## src/rtl/card_clk_pkg.sv

```systemverilog
package card_clk_pkg;

    localparam int SEL_W = 2;
    localparam int PH_W  = 3;

    typedef enum logic [1:0] {
        ST_IDLE,
        ST_HIGH,
        ST_LOW,
        ST_PASS
    } ccd_state_e;

    typedef struct packed {
        ccd_state_e        st;
        logic [PH_W-1:0]   phase;
        logic [PH_W-1:0]   half;
        logic              out;
    } ccd_seq_t;

endpackage

```

## src/rtl/card_clk_ratio_decode.sv

```systemverilog
module card_clk_ratio_decode
    import card_clk_pkg::*;
(
    input  logic [SEL_W-1:0] sel,
    output logic [PH_W-1:0]  half_len,
    output logic             pass_thru
);
    // half_len: length of one half-period in clk_in cycles
    always_comb begin
        pass_thru = 1'b0;
        half_len  = PH_W'(1);
        case (sel)
            2'b00:   half_len = PH_W'(2);
            2'b01:   half_len = PH_W'(4);
            2'b10:   half_len = PH_W'(1);
            default: pass_thru = 1'b1;
        endcase
    end

    always_comb begin
        a_r2_half_legal: assert (half_len == PH_W'(1) || half_len == PH_W'(2) || half_len == PH_W'(4));
    end
endmodule

```

## src/rtl/card_clk_seq.sv

```systemverilog
module card_clk_seq
    import card_clk_pkg::*;
(
    input  logic             clk_in,
    input  logic             rst_n,
    input  logic             clk_enable,
    input  logic [PH_W-1:0]  dec_half,
    input  logic             dec_pass,
    output logic             div_out,
    output logic             pass_on
);
    ccd_seq_t seq_d, seq_q;
    logic     launch;
    logic     at_end;

    always_comb begin
        seq_d  = seq_q;
        launch = 1'b0;
        at_end = (seq_q.phase == seq_q.half - PH_W'(1));
        case (seq_q.st)
            ST_IDLE: begin
                seq_d.out = 1'b0;
                if (clk_enable) launch = 1'b1;
            end
            ST_HIGH: begin
                if (at_end) begin
                    seq_d.st    = ST_LOW;
                    seq_d.out   = 1'b0;
                    seq_d.phase = '0;
                end else begin
                    seq_d.phase = seq_q.phase + PH_W'(1);
                end
            end
            ST_LOW: begin
                if (!at_end) begin
                    seq_d.phase = seq_q.phase + PH_W'(1);
                end else if (!clk_enable) begin
                    seq_d.st = ST_IDLE;
                end else if (!dec_pass && (dec_half > seq_q.half)) begin
                    // stretch the low phase to the longer new half-period
                    seq_d.half  = dec_half;
                    seq_d.phase = seq_q.phase + PH_W'(1);
                end else begin
                    launch = 1'b1;
                end
            end
            default: begin // ST_PASS
                if (!clk_enable || !dec_pass) begin
                    seq_d.st    = ST_LOW;
                    seq_d.out   = 1'b0;
                    seq_d.phase = '0;
                    seq_d.half  = dec_half + PH_W'(1);
                end
            end
        endcase
        if (launch) begin
            seq_d.phase = '0;
            if (dec_pass) begin
                seq_d.st  = ST_PASS;
                seq_d.out = 1'b0;
            end else begin
                seq_d.st   = ST_HIGH;
                seq_d.out  = 1'b1;
                seq_d.half = dec_half;
            end
        end
    end

    always_ff @(posedge clk_in or negedge rst_n) begin
        if (!rst_n) begin
            seq_q <= '{st: ST_IDLE, phase: '0, half: PH_W'(1), out: 1'b0};
        end else begin
            seq_q <= seq_d;
        end
    end

    assign div_out = seq_q.out;
    assign pass_on = (seq_q.st == ST_PASS);

    a_r1_idle_low: assert property (@(posedge clk_in) disable iff (!rst_n)
        (seq_q.st == ST_IDLE) |-> !div_out);
    a_r3_high_held: assert property (@(posedge clk_in) disable iff (!rst_n)
        (seq_q.st == ST_HIGH && seq_q.phase != seq_q.half - PH_W'(1)) |=> div_out);
    a_r5_start_rise: assert property (@(posedge clk_in) disable iff (!rst_n)
        (seq_q.st == ST_IDLE && clk_enable && !dec_pass) |=> div_out);
    a_r6_stop_low: assert property (@(posedge clk_in) disable iff (!rst_n)
        (seq_q.st == ST_LOW && !clk_enable) |=> !div_out);
    a_r8_pass_quiet: assert property (@(posedge clk_in) disable iff (!rst_n)
        pass_on |-> !div_out);
endmodule

```

## src/rtl/card_clk_gate.sv

```systemverilog
module card_clk_gate (
    input  logic clk_in,
    input  logic rst_n,
    input  logic pass_on,
    input  logic div_out,
    output logic card_clk
);
    logic gate_d, gate_q;

    always_comb gate_d = pass_on;

    // updated while clk_in is low so the pass-through never cuts a pulse
    always_ff @(negedge clk_in or negedge rst_n) begin
        if (!rst_n) gate_q <= 1'b0;
        else        gate_q <= gate_d;
    end

    assign card_clk = div_out | (clk_in & gate_q);

    a_r8_one_source: assert property (@(posedge clk_in) disable iff (!rst_n)
        !(gate_q && div_out));
endmodule

```

## src/rtl/card_clk_divider.sv

```systemverilog
module card_clk_divider
    import card_clk_pkg::*;
(
    input  logic             clk_in,
    input  logic             rst_n,
    input  logic [SEL_W-1:0] div_sel,
    input  logic             clk_enable,
    output logic             card_clk
);
    logic [PH_W-1:0] dec_half;
    logic            dec_pass;
    logic            div_out;
    logic            pass_on;

    card_clk_ratio_decode u_decode (
        .sel       (div_sel),
        .half_len  (dec_half),
        .pass_thru (dec_pass)
    );

    card_clk_seq u_seq (
        .clk_in     (clk_in),
        .rst_n      (rst_n),
        .clk_enable (clk_enable),
        .dec_half   (dec_half),
        .dec_pass   (dec_pass),
        .div_out    (div_out),
        .pass_on    (pass_on)
    );

    card_clk_gate u_gate (
        .clk_in   (clk_in),
        .rst_n    (rst_n),
        .pass_on  (pass_on),
        .div_out  (div_out),
        .card_clk (card_clk)
    );
endmodule

```

## config.mk

```make
export PLATFORM = sky130hd
export DESIGN_NAME = card_clk_divider
export DESIGN_NICKNAME = d
export VERILOG_FILES = /design/src/rtl/card_clk_pkg.sv /design/src/rtl/card_clk_ratio_decode.sv /design/src/rtl/card_clk_seq.sv /design/src/rtl/card_clk_gate.sv /design/src/rtl/card_clk_divider.sv
export SDC_FILE = /design/constraint.sdc
export NUM_CORES = 1
export LEC_CHECK = 0
export BUFFER_PORTS_ARGS = -buffer_cell sky130_fd_sc_hd__buf_2
export CAP_MARGIN = 25
export CORE_MARGIN = 2
export CORE_UTILIZATION = 45
export CTS_CLUSTER_DIAMETER = 150
export DETAILED_ROUTE_END_ITERATION = 10
export GPL_TIMING_DRIVEN = 0
export PLACE_DENSITY = 0.59
export SETUP_SLACK_MARGIN = 0.05
export SLEW_MARGIN = 20
export SYNTH_ARGS = -nofsm -noshare
export SYNTH_HDL_FRONTEND = slang
export SYNTH_SLANG_ARGS = --single-unit
```

## constraint.sdc

```tcl
create_clock -name clk_in -period 7 [get_ports clk_in]
set_input_delay 0.35 -clock clk_in [delete_from_list [all_inputs] [get_ports clk_in]]
set_output_delay 0.35 -clock clk_in [all_outputs]
set_load 0.005 [all_outputs]
```

==> results.toml <==
[sta]
max_slew_margin_pct = 62.4
holdWs_ps = 361
fin_ws_ps = 2170
hold_violations = 0
worstMarginPinSlew_ps = 557
setup_viol = 0
fin_setup_tns_ps = 0
skew_ps = 15.8
rsz0062_at_grt = "no"
drv_slew = 0

[synth]
synthCells = 109
yosysMostFrequentCell = "nand2_1"
yosys.area.top_type = "dfrtp_1"
syn_area_sq_um = 940
synth.area.top_cells = "dfrtp_1 21%, ha_1 11%, nand2_1 4.4%"
synth-seq-cells = 10
synth_edf_count = 0
synth_commonest_cells = "11 x nand2_1, 10 x inv_1, 8 x dfrtp_1, 8 x ha_1, 7 x nor2_1"
ys_types = 40
synth_top_area_share_pct = 21.3
yosysWarnings = 0
synth_nets = 122
async_flop_share_pct = 100
synth_flop_cell = "dfrtp_1"
avgSynthCellArea_sq_um = 8.62
yosysSeqAreaShare_pct = 26.8

[grt]
track_usage_pct = 19.6
antenna_found_initial = 0
grt_pass1_vias = 833
grt_overflow = 0
grt_pass1_wl_um = 3540
grt_max_degree = 11

[pwr]
powerDensity_nw_per_um2 = 436
power_leakage_nw = 0.491
max-vdd-ir-drop_uv = 232
switchingPower_mw = 0.202
combPwrFrac_pct = 58.5
clkPwrFrac_pct = 17.9
power_mw = 0.461
switching_share_pct = 43.9
seqPwrFrac_pct = 23.6
power.internal_mw = 0.259

[placed_design]
gp_congestion = 0.789
hpwl_um = 1510
io_buffers = 3
pre_cts_ws_ps = 2590

[floorplan]
core_area_sq_um = 1960
rows = 16
initial_utilization_pct = 47.9
dieHeight_um = 49.7
die_w_um = 49.7
die_area_sq_um = 2470
io_pins = 6

[setup_path]
crit_chain = "a21o_1, buf_2"
worstSetupStartpoint = "u_gate.gate_q$_DFF_NN0_"
critPathSlowestCell = "dfrtn_1"
crit_family = "flip-flops"
criticalPathCategory = "reg2out"
cp_max_fo = 1
reg2reg_from = "u_seq.seq_q[7]$_DFFE_PN0P_"
required_ps = 6650
crit_buf_inv = 1
end_kind = "output pin"
arrival_ps = 4480
cpPeakStageDelay_ps = 320
start_kind = "flip-flop"

[layout]
area_growth_pct = 12.5
finalNetCount = 134
diodes = 0
fillers = 216
multi_input_area_sq_um = 638
seqCellArea_sq_um = 251
drive_above_1_share_pct = 14.2

[route]
vias = 814
post_drt_wl_per_cell_um = 13.4
avgViaCountPerCell = 5.54
drtIter0Drc = 12
route.detailed.drc = 0
ant_nets = 0
wirelength_um = 1970
drtPass1Iterations = 4

[outcome]
status = "finished clean"

[job]
drv_cap = 0

[clock_tree]
path_clk_slew_ps = 60
clkLatencyLatePin_ps = 400
cts_tree = "yes"
post_cts_resize_count = 0

[worst_hold_path]
holdCritPathClass = "in2async"
## cell families (layout without fill, tap and decap cells)
family,Yosys count,in the layout,synth area share [%]
flip-flops,10,10,26.8
XOR/XNOR,6,6,8.66
buffers and inverters,13,24,5.33
AND/OR/NAND/NOR,42,42,24.4
AO/OA/AOI/OAI,26,26,19.8
adder cells (fa/ha/maj),8,8,10.7
multiplexers,4,4,4.39
## stage by stage
| stage | util (%) | cell area [sq um] | std cells |
|---|---|---|---|
| after floorplan | - | 940 | 109 |
| after global placement | 50.4 | 988 | 139 |
| after detailed placement | 50.4 | 988 | 139 |
| after CTS | 53.9 | 1060 | 147 |
| after global routing | 53.9 | 1060 | 147 |
| final | 53.9 | 1060 | 147 |
## layout make-up
class | instances | share of cell area, %
sequential | 10 | 23.8
tap | 27 | 3.20
timing repair buffer | 3 | 1.89
clock buffer | 8 | 6.04
inverter | 10 | 3.55
buffer | 3 | 1.18
multi-input combinational | 86 | 60.4
## routing by layer
metal	GRT usage (%)	share of wire [%]
met1	22.5	46
met2	29.6	48
met3	6.67	3.5
met4	15.3	2.6
met5	0	0
## power by group through the flow
stage	Combinational, mW	Sequential, mW	Clock (mW)
after CTS	0.271	0.108	0.0856
after global placement	0.265	0.109	0.00586
after detailed placement	0.268	0.109	0.00586
after floorplan	0.222	0.103	0.00330
final	0.270	0.109	0.0825
after global routing	0.306	0.114	0.0928
## path summary, 6_finish.rpt
| path | to | slack (ps) | depth (start not counted) |
|---|---|---|---|
| min in group clk_in | u_seq.seq_q[3]$_DFF_PN0_ | 360 | 3 |
| hold / removal | u_seq.seq_q[6]$_DFFE_PN0P_ | 360 | 2 |
| hold reg to reg | u_seq.div_out$_DFFE_PN0P_ | 510 | 1 |
| max in group asynchronous | u_gate.gate_q$_DFF_NN0_ | 3040 | 2 |
| setup reg to reg | u_gate.gate_q$_DFF_NN0_ | 2590 | 1 |
| setup / recovery | card_clk | 2170 | 2 |
## registers in the layout, indices dropped and copies added, names as in the netlist
name	cells
u_seq.seq_q	8
u_gate.gate_q	1
u_seq.div_out	1
## placed cells by master, fill, tap and decap left out, drive strengths merged, types with 3 or more instances in the layout
cell,count
nand2,11
inv,10
clkbuf,9
ha,8
dfrtp,8
nor2,8
o21ai,6
a21oi,6
nand3,6
buf,4
nand3b,4
nand2b,3
mux2i,3
## repair_timing
action / CTS / global route
hold buffers: 1 / 0
buffers inserted: 0 / 0
hold endpoints to repair: 8 / 0
(Power assumes the default switching activity.)
